## config.mk

```make
export PLATFORM = sky130hd
export DESIGN_NAME = layer_blend
export DESIGN_NICKNAME = d
export VERILOG_FILES = /design/src/rtl/layer_blend.sv
export SDC_FILE = /design/constraint.sdc
export NUM_CORES = 1
export LEC_CHECK = 0
export BUFFER_PORTS_ARGS = -buffer_cell sky130_fd_sc_hd__buf_2
export CAP_MARGIN = 0
export CORE_ASPECT_RATIO = 1.2
export CORE_UTILIZATION = 31
export CTS_BUF_LIST = sky130_fd_sc_hd__clkbuf_4
export DETAILED_ROUTE_END_ITERATION = 10
export PLACE_DENSITY = 0.51
export SYNTH_ARGS = -nofsm -noshare
export SYNTH_HDL_FRONTEND = slang
export SYNTH_SLANG_ARGS = --single-unit
```

## constraint.sdc

```tcl
create_clock -name clk -period 15.2 [get_ports clk]
set_input_delay 2.28 -clock clk [delete_from_list [all_inputs] [get_ports clk]]
set_output_delay 2.28 -clock clk [all_outputs]
set_load 0.01 [all_outputs]
```

## src/rtl/layer_blend.sv

```systemverilog
module layer_blend #(
  parameter int CW    = 8,
  parameter int NCOMP = 3,
  parameter int CAPS  = 3,
  parameter int HSTEP = 4,
  localparam int PW   = CW * NCOMP,
  localparam int NW   = 2 * CW + 1
) (
  input  logic          clk,
  input  logic          rst_n,
  input  logic          in_valid,
  input  logic          in_sof,
  input  logic          in_eol,
  input  logic [PW-1:0] base_pix,
  input  logic [PW-1:0] ovl_pix,
  input  logic [CW-1:0] ovl_alpha,
  input  logic [1:0]    blend_mode,
  input  logic [CW-1:0] static_alpha,
  input  logic [15:0]   h_off,
  input  logic [15:0]   v_off,
  input  logic [15:0]   ovl_w,
  input  logic [15:0]   ovl_h,
  output logic          out_valid,
  output logic [PW-1:0] out_pix
);

  localparam bit HAS_STATIC = (CAPS == 1) || (CAPS == 3);
  localparam bit HAS_PIXEL  = (CAPS >= 2);
  localparam logic [CW-1:0] AMAX = '1;

  logic [15:0] x_q, y_q;
  logic [15:0] cur_x, cur_y, hoff_eff;
  logic        covered;
  logic [CW-1:0] alpha;

  assign cur_x    = in_sof ? 16'd0 : x_q;
  assign cur_y    = in_sof ? 16'd0 : y_q;
  assign hoff_eff = 16'((32'(h_off) / HSTEP) * HSTEP);
  assign covered  = ({1'b0, cur_x} >= {1'b0, hoff_eff}) &&
                    ({1'b0, cur_x} <  {1'b0, hoff_eff} + {1'b0, ovl_w}) &&
                    ({1'b0, cur_y} >= {1'b0, v_off}) &&
                    ({1'b0, cur_y} <  {1'b0, v_off} + {1'b0, ovl_h});

  always_ff @(posedge clk) begin
    if (!rst_n) begin
      x_q <= '0;
      y_q <= '0;
    end else if (in_valid) begin
      if (in_eol) begin
        x_q <= '0;
        y_q <= cur_y + 16'd1;
      end else begin
        x_q <= cur_x + 16'd1;
        y_q <= cur_y;
      end
    end
  end

  always_comb begin
    case (blend_mode)
      2'd0:    alpha = '0;
      2'd1:    alpha = AMAX;
      2'd2:    alpha = HAS_STATIC ? static_alpha : AMAX;
      default: alpha = HAS_PIXEL ? ovl_alpha : AMAX;
    endcase
    if (!covered) alpha = '0;
  end

  logic          s1_v;
  logic [CW-1:0] s1_a;
  logic [PW-1:0] s1_b, s1_o, mix;

  always_ff @(posedge clk) begin
    if (!rst_n) begin
      s1_v <= 1'b0;
      s1_a <= '0;
      s1_b <= '0;
      s1_o <= '0;
    end else begin
      s1_v <= in_valid;
      if (in_valid) begin
        s1_a <= alpha;
        s1_b <= base_pix;
        s1_o <= ovl_pix;
      end
    end
  end

  for (genvar c = 0; c < NCOMP; c++) begin : g_comp
    logic [NW-1:0] num;
    assign num = NW'(s1_a) * NW'(s1_o[c*CW +: CW]) +
                 NW'(AMAX - s1_a) * NW'(s1_b[c*CW +: CW]) +
                 NW'(AMAX >> 1);
    assign mix[c*CW +: CW] = CW'(num / NW'(AMAX));
  end

  always_ff @(posedge clk) begin
    if (!rst_n) begin
      out_valid <= 1'b0;
      out_pix   <= '0;
    end else begin
      out_valid <= s1_v;
      if (s1_v) out_pix <= mix;
    end
  end

endmodule

```

Word level (Yosys, flattened, before mapping). Cells that the tools add are included.

Flip-flop bits (word level): 114. Bits of input ports: 135. Output and inout port bits: 25. Word-level logic and storage cells: 44.

Add/sub/neg operators: 11. Multiply operators: 6. Divide/modulo/power cells: 3. Magnitude comparators: 4. Eq/ne operators: 2. Muxes and demuxes: 6. Reductions and logical operators: 4.

Operators by type and width (count): 16-bit 2-to-1 mux (4); 16-bit by 17-bit adder with 17-bit output (3); 17-bit by 7-bit adder with 17-bit output (second input constant) (3); 17-bit by 8-bit divider with 17-bit output (second input constant) (3); 8-bit by 8-bit multiplier with 16-bit output (3); 16-bit by 16-bit adder with 17-bit output (2); 16-bit by 17-bit less-than comparator with 1-bit output (2); 17-bit by 8-bit multiplier with 17-bit output (2); 16-bit by 1-bit adder with 16-bit output (second input constant) (2); 16-bit >= comparator (2); 8-bit one-hot mux with 3 select lines (1); 9-bit by 9-bit multiplier with 17-bit output (1); 8-bit by 8-bit subtractor with 9-bit output (first input constant) (1); 8-bit 2-to-1 mux (1); 1-bit logical AND (3); 2-bit by 1-bit equality test with 1-bit output (second input constant) (1); 2-bit equality test (second input constant) (1); 2-bit zero test (1).

Longest topological paths before layout.
Depth in word-level cells: 6. Gate-level depth with buffers: 50. Depth with buffers taken out: 43.

Least setup slack after synthesis. OpenSTA, ideal clock, no wires.

Kind: register to register. Start point: register s1_a[1]. End point: register out_pix[16]. Setup time: 0.127 ns. Arrival time: 11.591 ns. Data required time: 15.073 ns. Slack: 3.482 ns. Stages on the path, launching flop included: 46. Path buffers: 4. Cells stage by stage: dfxtp_1 clkbuf_1 clkbuf_1 nand2_1 fa_1 fa_1 inv_1 fa_1 fa_1 fa_1 inv_1 fa_1 inv_1 ha_1 a21o_1 a21oi_1 nor4_1 or3_1 [... 10 more ...] a21oi_4 a22o_2 nor3_4 a221o_2 and4b_1 buf_4 o211ai_4 nor3_2 nor2_1 ha_1 or3b_2 nor3_1 o21a_1 nor2_1 nor2_1 nor4b_2 nor4b_1 or3_1.

Longest elaborated chain between the ends: 5. Elaborated cells on any way between the ends: 6.

Ends and longest elaborated chain: start, declared (RTL line 70) `logic [CW-1:0] s1_a;`; start signal, assigned (RTL line 82) `s1_a <= alpha;`; 8-bit by 8-bit subtractor with 9-bit output (RTL line 92) `NW'(AMAX - s1_a) * NW'(s1_b[c*CW +: CW]) +`; 9-bit by 9-bit multiplier with 17-bit output (RTL line 92); 16-bit by 17-bit adder with 17-bit output * (RTL line 91) `assign num = NW'(s1_a) * NW'(s1_o[c*CW +: CW]) +`; 17-bit by 7-bit adder with 17-bit output * (RTL line 92); 17-bit by 8-bit divider with 17-bit output * (RTL line 94) `assign mix[c*CW +: CW] = CW'(num / NW'(AMAX));`; end signal, assigned (RTL line 103) `if (s1_v) out_pix <= mix;`; end, declared (RTL line 24) `output logic [PW-1:0] out_pix`.

Every way passes the cells marked *; elsewhere a longest branch is shown, timed or not. A chain may end at the register's enable or synchronous reset.

Final worst setup path. Ends and elaborated chain as after synthesis.

==> run_results.csv <==
group,metric,value,unit
status,status,"completed",
cells_and_area,nets,4166,
global_route,grt_pass1_vias,23596,
cells_and_area,drive_above_1_share,10.3,%
clocking,cts.sink_count,114,
routing,dr.pass1.iters,6,
yosys,synthArstFlopShare,0,%
flow_run,drv_cap,0,
clocking,cts_resized,0,
worst_hold_path,worstHoldPathCells,2,
clocking,clk_pin_slew,0.15,ns
clocking,cts_tree,"yes",
clocking,cts_root_buf,"clkbuf_4",
timing,fmax,74.9,MHz
worst_setup_path,r2r_slack,1.84,ns
worst_hold_path,min_path_type,"reg2reg",
yosys,synthCells,3372,
routing,drt-initial-drc-count,823,
yosys,syn-num-nets,4098,
floorplan,dieArea,91300,µm²
yosys,yosys_register_bits,114,
yosys,seq_area_frac_synth,8.17,%
worst_hold_path,min_from,"x_q[4]$_SDFFE_PN0P_",
worst_setup_path,critPathRequiredTime,15.85,ns
timing,slew_viol_final,0,
yosys,yosysWarnings,0,
floorplan,start_util,31.3,%
yosys,postSynthAreaPerCell,8.28,µm²
routing,drc,0,
cells_and_area,syn2layout_area_growth,7.62,%
worst_setup_path,cp-end-kind,"flop",
yosys,synthesis.area,27900,µm²
worst_hold_path,hold_path_end,"x_q[4]$_SDFFE_PN0P_",
yosys,synth_ff_type,"dfxtp_1",
worst_setup_path,cp_max_fo,28,
global_route,grtUsageTotal,16.8,%
clocking,cts.path.max_buffers,2,
timing,finalHoldViolations,0,
worst_setup_path,timing.rr.start,"s1_a[1]$_SDFFE_PN0P_",
clocking,clk_latency,0.77,ns
timing,slew_headroom,25.9,%
clocking,cts_hold_buf,0,
worst_setup_path,r2r_end,"out_pix[16]$_SDFFE_PN0P_",
timing,skew,0.0380,ns
timing,tns,0,ns
worst_setup_path,reg2reg_depth,41,
clocking,cts_made_buffers,17,
worst_setup_path,worst_setup_path_start_kind,"flop",
clocking,h-tree-depth,4,
timing,max_slew.worst_pin.slew,1.10,ns
timing,post-route-period-util,87.9,%
global_route,grt_remaining_overflow,0,
yosys,synth_edf_count,0,
timing,finalSetupViolations,0,
global_route,antenna_found_initial,5,
placement,pre_cts_slack,1.81,ns
placement,gp_congestion,0.823,
routing,vias,23294,
placement,dpl.hpwl,60300,µm
timing,setup_slack,1.84,ns
floorplan,dieHeight,331,µm
placement,port_buffers,157,
floorplan,core_area,89200,µm²
timing,fin_crit,13.36,ns
worst_setup_path,cp_slowest_cell,"mux2i_1",
yosys,ys_types,146,
worst_setup_path,worstPathArrival,14.01,ns
routing,wl,74300,µm
worst_setup_path,path_common_cell,"fa_1",
routing,wl_per_cell,16.1,µm
cells_and_area,fin_util,33.7,%
global_route,grt_pass1_wl,123000,µm
worst_setup_path,critical_path_class,"reg2reg",
routing,viasPerCell,5.04,
clocking,cts_setup_buffers,0,
routing,drtAntennaViolNets,0,
timing,grt_setup_unrepaired,"false",
floorplan,die_w,276,µm
global_route,grt_max_degree,65,
floorplan,io_pins,160,
worst_setup_path,max_stage_delay,0.89,ns
floorplan,num_rows,120,
## how the worst max path moves through the flow
stage	startpoint	endpoint	slack (ns)	cells past startpoint
5_1_grt	s1_a[1]$_SDFFE_PN0P_	out_pix[16]$_SDFFE_PN0P_	0.61	41
3_5_place_dp	s1_a[1]$_SDFFE_PN0P_	out_pix[16]$_SDFFE_PN0P_	1.81	41
2_1_floorplan	s1_a[1]$_SDFFE_PN0P_	out_pix[16]$_SDFFE_PN0P_	3.48	45
4_1_cts	s1_a[1]$_SDFFE_PN0P_	out_pix[16]$_SDFFE_PN0P_	1.74	41
3_3_place_gp	s1_a[1]$_SDFFE_PN0P_	out_pix[16]$_SDFFE_PN0P_	1.90	41
6_report	s1_a[1]$_SDFFE_PN0P_	out_pix[16]$_SDFFE_PN0P_	1.84	41
## synthesized netlist by cell type, types with 93 or more instances
master,instances,area (µm²)
nor2b_1,178,1110
o21ai_0,96,480
ha_1,277,3470
fa_1,314,6290
a21oi_1,157,786
dfxtp_1,114,2280
nor2_1,194,728
inv_1,480,1800
nand2b_1,114,713
and2_1,114,713
nand2_1,253,950
xnor2_1,93,815
## layout by cell type, fill, tap and decap left out, drive strengths merged, types with 96 or more instances in the layout
master    n
a21oi   164
and2    117
buf     172
dfxtp   114
fa      314
ha      277
inv     488
nand2   255
nand2b  114
nor2    199
nor2b   178
o21ai   116
xnor2    96
## cells by family after synthesis
| kind of cell | Yosys count | synth area share [%] |
|---|---|---|
| and+or+nand+nor | 1173 | 23.2 |
| DFF | 114 | 8.17 |
| buffers and inverters | 604 | 8.46 |
| muxes | 72 | 2.63 |
| xor gates and xnor gates | 142 | 4.64 |
| AOI/OAI and AO/OA | 673 | 17.9 |
| adders and majority gates | 594 | 35.0 |
## metal layers
metal  vias up  routed length, µm  GRT usage (%)
met3        84               2190           2.38
met2       300              35700           28.6
li1      11593                  -              -
met1     11313              34800           21.8
met5         -                 26              0
met4         4               1610           4.71
## cell type report
| class | count | area [µm²] |
|---|---|---|
| diodes | 6 | 15.0 |
| clock buffers | 17 | 128 |
| clock inverters | 15 | 171 |
| fillers | 9532 | 59100 |
| inverters | 481 | 1810 |
| multi-input cells | 2654 | 23300 |
| flip-flops and latches | 114 | 2290 |
| well taps | 1159 | 1450 |
| repair buffers | 172 | 901 |
## registers in the layout, summed over array words and instances (netlist names)
register   flops
out_pix       24
s1_b          24
s1_o          24
x_q           16
y_q           16
s1_a           8
out_valid      1
s1_v           1
## worst max-delay path, delay by kind of cell, from the launching register on
family / cells / cell delay, ns
flip-flops: 1 / 0.70
AO/OA/AOI/OAI: 12 / 3.21
adder cells (fa/ha/maj): 8 / 3.65
buffers and inverters: 4 / 0.62
multiplexers: 2 / 1.28
XOR/XNOR: 1 / 0.65
AND/OR/NAND/NOR: 14 / 3.10
## per-stage QoR
step                      cell area (µm²)  std cells  hold WS, ns
final                               30100       4618        0.482
after global placement              29700       4580        0.451
after global routing                30000       4617        0.513
after detailed placement            29700       4580        0.461
after floorplan                     27900       3372        0.430
after CTS                           30000       4612        0.487
Power is not shown: default switching activity piles up to over one toggle a cycle in this logic, so the estimate is an artifact.
